**src/rtl/ifc_pkg.sv**
```systemverilog
package ifc_pkg;
   // character register addresses
   typedef enum logic [1:0] {
      SEL_XOFF1 = 2'd0,
      SEL_XOFF2 = 2'd1,
      SEL_XON1  = 2'd2,
      SEL_XON2  = 2'd3
   } chr_sel_e;

   typedef enum logic {
      K_XON  = 1'b0,
      K_XOFF = 1'b1
   } flow_kind_e;
endpackage

```
**src/rtl/ifc_chr_regs.sv**
```systemverilog
module ifc_chr_regs #(
   parameter int DW = 8
) (
   input  logic          clk,
   input  logic          rst_n,
   input  logic          we,
   input  logic [1:0]    addr,
   input  logic [DW-1:0] wdata,
   output logic [DW-1:0] xoff1,
   output logic [DW-1:0] xoff2,
   output logic [DW-1:0] xon1,
   output logic [DW-1:0] xon2
);
   localparam int NREG = 4;
   logic [NREG*DW-1:0] chr_flat;

   for (genvar g = 0; g < NREG; g++) begin : g_reg
      logic [DW-1:0] q;
      always_ff @(posedge clk or negedge rst_n) begin
         if (!rst_n)
            q <= '0;
         else if (we && addr == 2'(g))
            q <= wdata;
      end
      assign chr_flat[g*DW +: DW] = q;
   end

   assign xoff1 = chr_flat[int'(ifc_pkg::SEL_XOFF1)*DW +: DW];
   assign xoff2 = chr_flat[int'(ifc_pkg::SEL_XOFF2)*DW +: DW];
   assign xon1  = chr_flat[int'(ifc_pkg::SEL_XON1)*DW +: DW];
   assign xon2  = chr_flat[int'(ifc_pkg::SEL_XON2)*DW +: DW];
endmodule

```
**src/rtl/ifc_rx_match.sv**
```systemverilog
module ifc_rx_match #(
   parameter int DW = 8
) (
   input  logic          clk,
   input  logic          rst_n,
   input  logic          en,
   input  logic          two,
   input  logic          any,
   input  logic          rx_vld,
   input  logic [DW-1:0] rx_data,
   input  logic [DW-1:0] xoff1,
   input  logic [DW-1:0] xoff2,
   input  logic [DW-1:0] xon1,
   input  logic [DW-1:0] xon2,
   output logic          fifo_wr,
   output logic [DW-1:0] fifo_data,
   output logic          halted
);
   logic          held_q, pend_q, halt_q, wr_q;
   logic [DW-1:0] hb_q, pb_q, dat_q;
   logic [DW-1:0] t1, t2;

   // while running look for XOFF, while paused look for XON
   always_comb begin
      t1 = halt_q ? xon1 : xoff1;
      t2 = halt_q ? xon2 : xoff2;
   end

   always_ff @(posedge clk or negedge rst_n) begin
      if (!rst_n) begin
         held_q <= 1'b0;
         pend_q <= 1'b0;
         halt_q <= 1'b0;
         wr_q   <= 1'b0;
         hb_q   <= '0;
         pb_q   <= '0;
         dat_q  <= '0;
      end else begin
         wr_q <= 1'b0;
         if (pend_q) begin
            wr_q   <= 1'b1;
            dat_q  <= pb_q;
            pend_q <= 1'b0;
         end else if (!en) begin
            halt_q <= 1'b0;
            if (held_q) begin
               wr_q   <= 1'b1;
               dat_q  <= hb_q;
               held_q <= 1'b0;
            end else if (rx_vld) begin
               wr_q  <= 1'b1;
               dat_q <= rx_data;
            end
         end else if (rx_vld) begin
            if (halt_q && any) begin
               halt_q <= 1'b0;
               held_q <= 1'b0;
               if (two || rx_data != xon1) begin
                  wr_q  <= 1'b1;
                  dat_q <= rx_data;
               end
            end else if (!two) begin
               if (rx_data == t1) begin
                  halt_q <= !halt_q;
               end else begin
                  wr_q  <= 1'b1;
                  dat_q <= rx_data;
               end
            end else if (!held_q) begin
               if (rx_data == t1) begin
                  held_q <= 1'b1;
                  hb_q   <= rx_data;
               end else begin
                  wr_q  <= 1'b1;
                  dat_q <= rx_data;
               end
            end else if (rx_data == t2) begin
               held_q <= 1'b0;
               halt_q <= !halt_q;
            end else begin
               // broken pair: release held byte, re-examine the new one
               wr_q  <= 1'b1;
               dat_q <= hb_q;
               if (rx_data == t1) begin
                  hb_q <= rx_data;
               end else begin
                  held_q <= 1'b0;
                  pend_q <= 1'b1;
                  pb_q   <= rx_data;
               end
            end
         end
      end
   end

   assign fifo_wr   = wr_q;
   assign fifo_data = dat_q;
   assign halted    = halt_q;
endmodule

```
**src/rtl/ifc_tx_pace.sv**
```systemverilog
module ifc_tx_pace #(
   parameter int DW = 8,
   parameter int CW = 7,
   parameter int L0 = 8,
   parameter int L1 = 16,
   parameter int L2 = 56,
   parameter int L3 = 60
) (
   input  logic          clk,
   input  logic          rst_n,
   input  logic          en,
   input  logic          two,
   input  logic [1:0]    sel,
   input  logic [CW-1:0] level,
   input  logic [DW-1:0] xoff1,
   input  logic [DW-1:0] xoff2,
   input  logic [DW-1:0] xon1,
   input  logic [DW-1:0] xon2,
   input  logic          ins_ack,
   output logic          ins_req,
   output logic [DW-1:0] ins_char
);
   import ifc_pkg::*;

   localparam logic [CW-1:0] H0 = CW'(L0);
   localparam logic [CW-1:0] H1 = CW'(L1);
   localparam logic [CW-1:0] H2 = CW'(L2);
   localparam logic [CW-1:0] H3 = CW'(L3);

   if (!(L0 > 0 && L0 < L1 && L1 < L2 && L2 < L3 && L3 < (1 << CW))) begin : g_bad_levels
      $error("ifc_tx_pace: trigger levels must ascend and fit the fill count width");
   end

   function automatic logic [CW-1:0] hi_of(input logic [1:0] s);
      case (s)
         2'd0:    return H0;
         2'd1:    return H1;
         2'd2:    return H2;
         default: return H3;
      endcase
   endfunction

   function automatic logic [CW-1:0] lo_of(input logic [1:0] s);
      case (s)
         2'd0:    return '0;
         2'd1:    return H0;
         2'd2:    return H1;
         default: return H2;
      endcase
   endfunction

   logic       act_q, idx_q, off_q;
   flow_kind_e kind_q;

   always_ff @(posedge clk or negedge rst_n) begin
      if (!rst_n) begin
         act_q  <= 1'b0;
         idx_q  <= 1'b0;
         off_q  <= 1'b0;
         kind_q <= K_XON;
      end else if (act_q) begin
         if (ins_ack) begin
            if (two && !idx_q) begin
               idx_q <= 1'b1;
            end else begin
               act_q <= 1'b0;
               idx_q <= 1'b0;
            end
         end
      end else if (en && !off_q && level >= hi_of(sel)) begin
         act_q  <= 1'b1;
         kind_q <= K_XOFF;
         off_q  <= 1'b1;
      end else if (off_q && (!en || level <= lo_of(sel))) begin
         act_q  <= 1'b1;
         kind_q <= K_XON;
         off_q  <= 1'b0;
      end
   end

   always_comb begin
      case ({kind_q == K_XOFF, idx_q})
         2'b10:   ins_char = xoff1;
         2'b11:   ins_char = xoff2;
         2'b01:   ins_char = xon2;
         default: ins_char = xon1;
      endcase
   end

   assign ins_req = act_q;
endmodule

```
**src/rtl/inband_flow_ctl.sv**
```systemverilog
module inband_flow_ctl #(
   parameter int DW = 8,
   parameter int CW = 7,
   parameter int L0 = 8,
   parameter int L1 = 16,
   parameter int L2 = 56,
   parameter int L3 = 60
) (
   input  logic          clk,
   input  logic          rst_n,
   input  logic          cfg_en,
   input  logic          cfg_two,
   input  logic          cfg_any,
   input  logic          cfg_irq_en,
   input  logic [1:0]    cfg_sel,
   input  logic          reg_we,
   input  logic [1:0]    reg_addr,
   input  logic [DW-1:0] reg_wdata,
   input  logic          rx_vld,
   input  logic [DW-1:0] rx_data,
   output logic          fifo_wr,
   output logic [DW-1:0] fifo_data,
   input  logic [CW-1:0] rx_level,
   input  logic          tx_busy,
   output logic          tx_gate,
   output logic          ins_req,
   output logic [DW-1:0] ins_char,
   input  logic          ins_ack,
   output logic          xoff_flag,
   output logic          irq
);
   if (DW < 1) begin : g_bad_dw
      $error("inband_flow_ctl: DW must be positive");
   end

   logic [DW-1:0] xoff1, xoff2, xon1, xon2;
   logic          halted;
   logic          gate_q;

   ifc_chr_regs #(.DW(DW)) i_regs (
      .clk   (clk),
      .rst_n (rst_n),
      .we    (reg_we),
      .addr  (reg_addr),
      .wdata (reg_wdata),
      .xoff1 (xoff1),
      .xoff2 (xoff2),
      .xon1  (xon1),
      .xon2  (xon2)
   );

   ifc_rx_match #(.DW(DW)) i_match (
      .clk       (clk),
      .rst_n     (rst_n),
      .en        (cfg_en),
      .two       (cfg_two),
      .any       (cfg_any),
      .rx_vld    (rx_vld),
      .rx_data   (rx_data),
      .xoff1     (xoff1),
      .xoff2     (xoff2),
      .xon1      (xon1),
      .xon2      (xon2),
      .fifo_wr   (fifo_wr),
      .fifo_data (fifo_data),
      .halted    (halted)
   );

   ifc_tx_pace #(.DW(DW), .CW(CW), .L0(L0), .L1(L1), .L2(L2), .L3(L3)) i_pace (
      .clk      (clk),
      .rst_n    (rst_n),
      .en       (cfg_en),
      .two      (cfg_two),
      .sel      (cfg_sel),
      .level    (rx_level),
      .xoff1    (xoff1),
      .xoff2    (xoff2),
      .xon1     (xon1),
      .xon2     (xon2),
      .ins_ack  (ins_ack),
      .ins_req  (ins_req),
      .ins_char (ins_char)
   );

   // gate is re-evaluated only between characters
   always_ff @(posedge clk or negedge rst_n) begin
      if (!rst_n)
         gate_q <= 1'b1;
      else if (!tx_busy)
         gate_q <= !halted && !ins_req;
   end

   assign tx_gate   = gate_q;
   assign xoff_flag = halted;
   assign irq       = halted & cfg_irq_en;
endmodule

```
**config.mk**
```make
export PLATFORM = sky130hd
export DESIGN_NAME = inband_flow_ctl
export DESIGN_NICKNAME = d
export VERILOG_FILES = /design/src/rtl/ifc_pkg.sv /design/src/rtl/ifc_chr_regs.sv /design/src/rtl/ifc_rx_match.sv /design/src/rtl/ifc_tx_pace.sv /design/src/rtl/inband_flow_ctl.sv
export SDC_FILE = /design/constraint.sdc
export NUM_CORES = 1
export LEC_CHECK = 0
export ABC_CLOCK_PERIOD_IN_PS = 3100
export CORE_MARGIN = 2
export CORE_UTILIZATION = 59
export DETAILED_ROUTE_END_ITERATION = 12
export GPL_ROUTABILITY_DRIVEN = 0
export PLACE_DENSITY_LB_ADDON = 0.2
export SLEW_MARGIN = 10
export SYNTH_ARGS = -nofsm -noshare
export SYNTH_HDL_FRONTEND = slang
export SYNTH_SLANG_ARGS = --single-unit
export TNS_END_PERCENT = 100
```
**constraint.sdc**
```tcl
create_clock -name clk -period 3.1 [get_ports clk]
set_input_delay 0.31 -clock clk [delete_from_list [all_inputs] [get_ports clk]]
set_output_delay 0.31 -clock clk [all_outputs]
set_load 0.02 [all_outputs]
```
## After elaboration in Yosys (flattened, before gate mapping)

Cells that the tools add are included.

- Word-level logic and storage cells: 132
- Input port bits: 37
- Output and inout bits: 21
- Flip-flop bits (word level): 64

- $lt $le $gt $ge: 2
- Muxes and demuxes: 61
- Reductions and logical operators: 28
- Equal/unequal tests: 20
- Bitwise gates (word level): 6

Operators by type and width:

| cell | count |
|---|---|
| $mux W8 | 16 |
| $mux W1 | 39 |
| $pmux W6 S3 | 2 |
| $pmux W8 S3 | 1 |
| $mux W7 | 3 |
| $eq A8 B8 Y1 | 2 |
| $eq A2 B2 Y1 const B | 5 |
| $logic_and A1 B1 Y1 | 10 |
| $ne A4 B2 Y1 const B | 2 |
| $ne A8 B8 Y1 | 1 |
| $reduce_and A8 Y1 | 1 |
| $ge A7 B7 Y1 | 1 |
| $le A7 B7 Y1 | 1 |
| $eq A2 B1 Y1 const B | 3 |
| $ne A3 B1 Y1 const B | 2 |
| $ne A6 B6 Y1 const B | 1 |
| $reduce_and A6 Y1 | 1 |
| $logic_not A1 Y1 | 5 |
| $not A1 Y1 | 5 |
| $reduce_and A5 Y1 | 1 |
| $logic_not A2 Y1 | 2 |
| $ne A4 B1 Y1 const B | 1 |
| $ne A4 B3 Y1 const B | 1 |
| $reduce_and A2 Y1 | 2 |
| other kinds (8) | 9 |

## Depth between registers and ports, before layout

Gate-level depths: netlist of the first run.

- Depth in word-level cells: 13
- Mapped depth: 10

## Modules after synthesis

From an unflattened synthesis of the first run, not the netlist that was laid out.

- Cells, all modules: 344
- Area total of the unflattened synthesis: 4,000.1 µm²

Modules (own cells, without submodules):

| module | cells each | times used | area each (µm²) |
|---|---|---|---|
| ifc_rx_match | 226 | 1 | 2,250.9 |
| ifc_chr_regs | 68 | 1 | 1,212.4 |
| ifc_tx_pace | 46 | 1 | 491.7 |
| inband_flow_ctl | 4 | 1 | 45.0 |

## Worst setup path after synthesis of the first run

No wires, ideal clock.

- Kind: register -> register
- Start: reg i_match.halt_q (netlist: i_match.halted)
- End: reg i_match.hb_q[0]
- Setup time: 0.125 ns
- Data required time: 2.975 ns
- Setup slack: 0.831 ns
- Stages on the path, launching flop included: 10
- Clock period less this slack: 2.269 ns
- Arrival time: 2.143 ns
- Cell sequence: dfrtp_1 buf_6 buf_12 mux2i_1 xnor2_1 nor4_4 nand3_2 and3b_1 buf_6 mux2_4

- Longest elaborated chain between the ends: 5
- Elaborated cells on any way between the ends: 11
- Classes of those cells: 3 x eq/ne; 5 x mux; 1 x bitwise; 2 x reduce/logical

RTL lines:

| element | line | text |
|---|---|---|
| from (decl) | ifc_rx_match.sv:19 | `logic held_q, pend_q, halt_q, wr_q;` |
| from (signal assigned) | ifc_rx_match.sv:64 | `halt_q <= !halt_q;` |
| from (signal assigned) | ifc_rx_match.sv:79 | `halt_q <= !halt_q;` |
| $mux W8 | ifc_rx_match.sv:25 | `t1 = halt_q ? xon1 : xoff1;` |
| $eq A8 B8 Y1 | ifc_rx_match.sv:70, ifc_rx_match.sv:84 |  |
| $mux W8 (3 in a row) | n/a |  |
| to (signal assigned) | ifc_rx_match.sv:72 | `hb_q <= rx_data;` |
| to (signal assigned) | ifc_rx_match.sv:85 | `hb_q <= rx_data;` |
| to (decl) | ifc_rx_match.sv:20 | `logic [DW-1:0] hb_q, pb_q, dat_q;` |

Parallel ways exist; a longest one is shown, timed or not. The select of a mux whose other input is x is not followed.
A chain may end at the register's enable or synchronous reset.

## Worst setup path in the final report of the first run

- Start: reg i_match.halt_q (netlist: i_match.halted)
- End: reg i_match.hb_q[2]

Same word-level chain as after synthesis.

==> key figures, run 1 <==
Setup path
  – Crit Path Class: reg -> reg
  – Worst Path Max Fanout: 11
  – CP Launch Type: flop
  – Max incr delay on CP: 0.66 ns
  – Worst R2R Path Depth: 8
  – Crit path depth: 8
  – Crit path buf inv count: 2
  – Critical-path cell list: buf_4 > mux2i_1 > xnor2_1 > a2111oi_2 > nand2_1 > and3b_1 > buf_4 > mux2_4
  – CP arrival: 2.93 ns
  – Crit-path leading delay family: flip-flops
  – Slowest CP cell: dfrtp_1
  – CP Capture Type: flop
  – Worst Path Required: 3.34 ns
  – Top cell by count, worst path: buf_4

Clock tree
  – Clock sinks: 64
  – H-tree depth: 3
  – CTS Hold Bufs: 0
  – CTS tree: done
  – Clock Tree Buf Depth: 2
  – CTS-repair resized insts: 0
  – Worst-Skew Late Latency: 0.35 ns
  – Root buf cell: clkbuf_8
  – # Post-CTS Setup Buffers: 0
  – Clock input transition at the sequential cells of the worst setup and hold paths: 0.07 ns
  – CTS buffer count: 9

Power
  – P_leak: 0.00202 uW
  – Reg power frac: 38.5%
  – Comb power frac: 34.5%
  – Switching Share: 32.8%
  – Clock power share: 27.0%
  – Pwr per Cell Area: 610 nW/um^2
  – Maximum VDD drop: 435 uV
  – Net Switching: 970 uW
  – Int Pwr: 1990 uW

Timing
  – Unrepaired setup endpoints after global routing: no
  – Worst hold slack: -0.00457 ns
  – Max frequency: 371 MHz
  – Hold Fails Final Rpt: 13
  – Slew headroom: 37.2%
  – Setup TNS: 0 ns
  – Clk_skew: 0.00811 ns
  – Setup violators final: 0
  – Worst slew pin tran: 0.930 ns
  – Final min period: 2.70 ns
  – Max Slew Vio Count: 0
  – Crit share post-route: 87.0%

Route
  – Vias per std cell: 6.39
  – DRT iter0 DRCs: 336
  – Aggregate routed wire length: 9740 um
  – DR pass1 iterations: 7
  – Post-route ant nets: 0
  – Wire per inst: 19.7 um
  – # DRC: 0
  – Vias: 3165

Layout
  – Layout cell share with drive strength beyond 1: 23.9%
  – Final net count: 456
  – Final Util: 75.6%
  – # fillers: 434
  – Ant diodes: 0
  – Register area: 1600 sq um
  – Area Growth Syn to Fin: 22.4%
  – Final non-filler cell total: 495
  – Multi-input logic area: 2210 sq um

Outcome
  – Status: finished, violations left
  – Failing checks: hold timing

Synthesis
  – Post-Syn Nets: 394
  – Synth warn: 0
  – Asr flop ratio synth: 100%
  – EDFF count, synth: 0
  – Number of distinct library cells after synthesis: 58
  – Most used DFF post-synth: dfrtp_1
  – Post-Syn Area: 3960 sq um
  – Avg Inst Size Synth: 11.3 sq um
  – Cells after Synth: 351
  – Number of synthesized register bits: 64
  – Seq/Total Area, Yosys: 40.4%

Placed design
  – PortBufs: 57
  – Inst Count DP: 479
  – Post-detailed-placement half-perimeter wirelength: 7080 um

Die
  – Total core area: 6420 sq um
  – I/O Pins: 58
  – Row cnt: 29
  – Die Height: 86.0 um
  – Die ar.: 7390 sq um
  – Initial Utilization: 61.7%
  – Die width: 86.0 um

Min path
  – HP Class: in -> async

Global routing
  – Largest net degree at the start of global routing: 32
  – Vias in the first global route: 3252
  – Total gr overflow: 0
  – Initial antenna violation count: 0
  – First-pass GRT wire length: 16100 um
  – Tot GR Track Use: 28.4%

Flow run
  – Max-cap violations: 0
## synth_stat cells (4+ instances only)
cell type	n	share of area, %
dfrtp_1	63	40
mux2_2	40	11
nand2_1	25	2.4
mux2i_1	22	5.6
a21oi_1	17	2.1
xnor2_1	15	3.3
clkbuf_1	14	1.3
nor2_1	11	1.0
o21ai_0	10	1.3
xor2_1	9	2.0
mux2_4	8	3.0
mux4_2	8	4.5
nand3_1	7	0.88
nor3_1	7	0.88
a22o_1	6	1.3
ha_1	6	1.9
o31ai_1	6	1.1
a2111oi_0	5	1.1
a211oi_1	5	0.95
buf_2	5	0.63
inv_1	5	0.47
and2_1	4	0.63
o31a_1	4	0.88
## layer usage
layer  routed length (um)  global-route usage (%)
met5                    0                       0
met4                  266                    13.1
met3                  542                    6.16
met2                 4790                    44.5
met1                 4140                    37.9
## sequential cells by signal, summed over array words and instances (netlist names)
register / count
i_match.pb_q: 8
i_regs.xoff2: 8
i_regs.xoff1: 8
i_match.fifo_data: 8
tx_gate: 1
i_match.held_q: 1
i_match.fifo_wr: 1
i_match.hb_q: 8
i_match.pend_q: 1
i_pace.ins_req: 1
i_pace.off_q: 1
i_pace.idx_q: 1
i_match.halted: 1
i_regs.xon2: 8
i_regs.xon1: 8
## kinds of logic after synthesis
family | count (synthesis) | synth area share (%)
compound gates | 74 | 13.3
xor+xnor | 24 | 5.30
fa+ha+maj | 6 | 1.89
buf+inv | 30 | 3.79
flops | 64 | 40.4
mux | 78 | 24.5
simple gates | 75 | 10.8
## final cells by class
cell class / count / share of cell area, %
multi-input combinational: 257 / 45.6
timing repair buffer: 75 / 14.4
clock buffer: 10 / 2.84
tap: 77 / 1.99
sequential: 64 / 33.0
clock inverter: 6 / 1.70
inverter: 6 / 0.464
## layout by cell type, fill, tap and decap left out, types with 6 or more instances in the layout
| cell | instances |
|---|---|
| a21oi_1 | 17 |
| a22o_1 | 6 |
| buf_4 | 18 |
| clkbuf_8 | 10 |
| clkdlybuf4s50_1 | 56 |
| dfrtp_1 | 63 |
| ha_1 | 6 |
| mux2_2 | 40 |
| mux2_4 | 8 |
| mux2i_1 | 22 |
| mux4_2 | 8 |
| nand2_1 | 25 |
| nand3_1 | 7 |
| nor2_1 | 11 |
| nor3_1 | 7 |
| o21ai_0 | 10 |
| o31ai_1 | 6 |
| xnor2_1 | 15 |
| xor2_1 | 9 |
## through the flow
step / power, uW / hold WS, ns / worst slack [ns] / area (sq um)
6_report: 2960 / -0.00457 / 0.404 / 4850
3_5_place_dp: 2170 / 0.387 / 0.365 / 4630
2_1_floorplan: 1770 / 0.0144 / 0.831 / 3960
3_3_place_gp: 2140 / 0.382 / 0.400 / 4630
5_1_grt: 3110 / 0.0452 / 0.164 / 4850
4_1_cts: 2980 / 0.0145 / 0.391 / 4850
## final timing paths
path,from,to,slack (ns)
setup / recovery,i_match.halted,i_match.hb_q[2],0.40
setup reg to reg,i_match.halted,i_match.hb_q[2],0.40
hold reg to reg,tx_gate,tx_gate,0.47
max in group asynchronous,rst_n,i_match.hb_q[2],2.33
hold / removal,rst_n,i_match.pb_q[3],-0.005
min in group clk,tx_gate,tx_gate,0.47
## power groups by stage
stage                     registers (uW)  clock network (uW)  logic, uW
after floorplan                     1090                   0        687
after global placement              1140                   0       1000
after detailed placement            1150                   0       1010
after CTS                           1140                 813       1020
after global routing                1160                 850       1090
final                               1140                 799       1020
Note: power is estimated with default switching activity, not from simulation.
==> run 2, diff against run 1 <==
--- a/config.mk
+++ b/config.mk
@@ -5,7 +5,9 @@
 export SDC_FILE = /design/constraint.sdc
 export NUM_CORES = 1
 export LEC_CHECK = 0
+export ABC_AREA = 1
 export ABC_CLOCK_PERIOD_IN_PS = 3100
+export CAP_MARGIN = 25
 export CORE_MARGIN = 2
 export CORE_UTILIZATION = 59
 export DETAILED_ROUTE_END_ITERATION = 12
==> run 2 against run 1 <==
The run now ends clean; via count grew 27%; worst setup slack gained 0.12 ns; area after synthesis grew 1.4%; cell count grew 44%; total power shrank 2.6%; critical path depth shrank 3; global-route usage grew 0.53 points; combinational power is essentially flat; sequential power shrank 4%; critical path type is now reg -> out; critical endpoint is now ins_char[0].
==> key figures, run 2 <==
Outcome
  – Status: completed

Global routing
  – Tot GR Track Use: 29.0%
  – First-pass GRT wire length: 17300 um
  – Vias in the first global route: 3634
  – Largest net degree at the start of global routing: 36
  – Initial antenna violation count: 0
  – Total gr overflow: 0

Setup path
  – CP Capture Type: output pin
  – Worst Path Max Fanout: 8
  – CP arrival: 2.27 ns
  – Crit Path Class: reg -> out
  – Worst Path Required: 2.79 ns
  – CP Launch Type: flop
  – Worst R2R Path Depth: 12

Synthesis
  – Top cells by count, synth: 199 x nand2_1, 63 x dfrtp_1, 61 x inv_1
  – Top area cells in the synthesized netlist: dfrtp_1 39%, nand2_1 19%, o21ai_0 7.1%
  – Number of distinct library cells after synthesis: 36
  – Largest family of logic cells by synthesized area: simple AND/OR/NAND/NOR gates
  – Post-synthesis compound-gate area fraction: 16.6%
  – Cells after Synth: 576
  – Post-synthesis mux area share: 0%
  – Seq/Total Area, Yosys: 39.9%
  – Area share of the largest cell type after synthesis: 39.2%
  – Number of synthesized register bits: 64
  – Most used DFF post-synth: dfrtp_1
  – Post-Syn Nets: 619
  – Simple logic cell fraction of the synthesized area: 30.0%
  – EDFF count, synth: 0
  – Synth warn: 0
  – Avg Inst Size Synth: 6.98 sq um
  – Post-Synth XOR/XNOR Area: 2.83%
  – Post-Syn Area: 4020 sq um
  – Biggest area consumer among synthesized cells: dfrtp_1
  – Count leader, synth: nand2_1
  – Area share of fa/ha/maj cells after synthesis: 1.87%
  – Asr flop ratio synth: 100%

Power
  – Maximum VDD drop: 515 uV
  – Int Pwr: 1800 uW
  – Reg power frac: 38.3%
  – P_leak: 0.00236 uW
  – Clock power share: 26.0%
  – Pwr per Cell Area: 598 nW/um^2
  – Comb power frac: 35.7%
  – Switching Share: 37.5%
  – Net Switching: 1080 uW

Timing
  – Final min period: 2.58 ns
  – Setup TNS: 0 ns
  – Worst hold slack: 0.406 ns
  – Hold Fails Final Rpt: 0
  – Max Slew Vio Count: 0
  – Crit share post-route: 83.2%
  – Unrepaired setup endpoints after global routing: no
  – Clk_skew: 0.00888 ns
  – Setup violators final: 0
  – Max frequency: 388 MHz
  – Slew headroom: 61.9%
  – Worst slew pin tran: 0.572 ns

Clock tree
  – Clock Tree Buf Depth: 2
  – Worst-Skew Late Latency: 0.34 ns
  – Clock input transition at the sequential cells of the worst setup and hold paths: 0.08 ns
  – CTS-repair resized insts: 0
  – H-tree depth: 3
  – Clock sinks: 64
  – CTS tree: done
  – CTS buffer count: 9
  – Root buf cell: clkbuf_8
  – # Post-CTS Setup Buffers: 0

Placed design
  – Post-detailed-placement half-perimeter wirelength: 7620 um
  – PortBufs: 57
  – Post-place instance area: 4610 sq um
  – Inst Count DP: 698

Route
  – DR pass1 iterations: 5
  – Vias per std cell: 5.61
  – Wire per inst: 14.7 um
  – Vias: 4012
  – # DRC: 0
  – Aggregate routed wire length: 10500 um
  – DRT iter0 DRCs: 277
  – Post-route ant nets: 0

Die
  – Row cnt: 30
  – Total core area: 6680 sq um
  – Die ar.: 7490 sq um
  – Die Height: 86.5 um
  – I/O Pins: 58
  – Die width: 86.5 um
  – Initial Utilization: 60.1%

Flow run
  – Max-cap violations: 0

Min path
  – HP Class: in -> async

Layout
  – Area Growth Syn to Fin: 20.1%
  – Final net count: 673
  – Layout cell share with drive strength beyond 1: 7.24%
  – Commonest non-fill, non-tap cell in the layout: nand2_1
  – Commonest non-fill, non-tap cells in the layout: 199 x nand2_1, 63 x dfrtp_1, 61 x inv_1, 57 x o21ai_0, 56 x clkdlybuf4s50_1
  – Ant diodes: 0
  – Post-route cell area: 4830 sq um
  – Final non-filler cell total: 715
run 2: critical path, stage by stage, from the launching register on:
cell and delay, ns:
dfrtp_1 0.46, inv_1 0.11, nor2_1 0.45, nand2_1 0.11, o2111ai_1 0.13, clkdlybuf4s50_1 0.66
run 2: what timing repair did:
item,in CTS,in global routing
setup endpoints to repair,0,0
hold endpoints to repair,12,0
hold buffers,1,0
run 2: power by group through the flow:
stage | Clock (uW) | Combinational (uW) | Sequential [uW]
floorplan | 0 | 605 | 1110
global placement | 0 | 998 | 1110
detailed placement | 0 | 1020 | 1110
CTS | 750 | 1030 | 1100
global route | 788 | 1140 | 1120
finish | 750 | 1030 | 1100
run 2: area by class of cell:
type / count / area (sq um)
Multi-Input combinational cell: 427 / 2060
Fill cell: 527 / 1850
Sequential cell: 64 / 1600
Timing Repair Buffer: 62 / 606
Inverter: 66 / 249
Clock buffer: 11 / 151
Tap cell: 80 / 100
Clock inverter: 5 / 55.1
run 2: cells by family (layout without fill, tap and decap cells):
group | after synthesis | in the layout
DFF | 64 | 64
buffers and inverters | 85 | 144
xor gates and xnor gates | 13 | 13
and+or+nand+nor | 293 | 293
adders and majority gates | 6 | 6
AOI/OAI and AO/OA | 115 | 115
run 2: worst paths after layout:
kind	endpoint	from	slack (ns)
worst max-delay path	ins_char[0]	i_pace.off_q	0.52
worst min-delay path	i_match.fifo_data[1]	rst_n	0.41
worst max register to register	i_match.hb_q[5]	i_match.halted	0.60
worst min register to register	tx_gate	tx_gate	0.47
max in group asynchronous	i_regs.xoff1[1]	rst_n	1.91
min in group clk	tx_gate	tx_gate	0.47
run 2: layer usage:
metal	vias to the layer above	track usage [%]	wire length [um]
li1	1969	-	-
met4	0	7.53	134
met1	1868	39.5	4700
met5	-	0	0
met3	14	5.81	617
met2	161	47.5	5060
run 2: stage by stage:
stage,setup WS [ns],util [%],total power (uW)
after floorplan,1.26,-,1710
after global placement,0.482,69.0,2110
after detailed placement,0.517,69.0,2130
after CTS,0.561,72.2,2880
after global routing,0.424,72.2,3050
final,0.521,72.2,2890
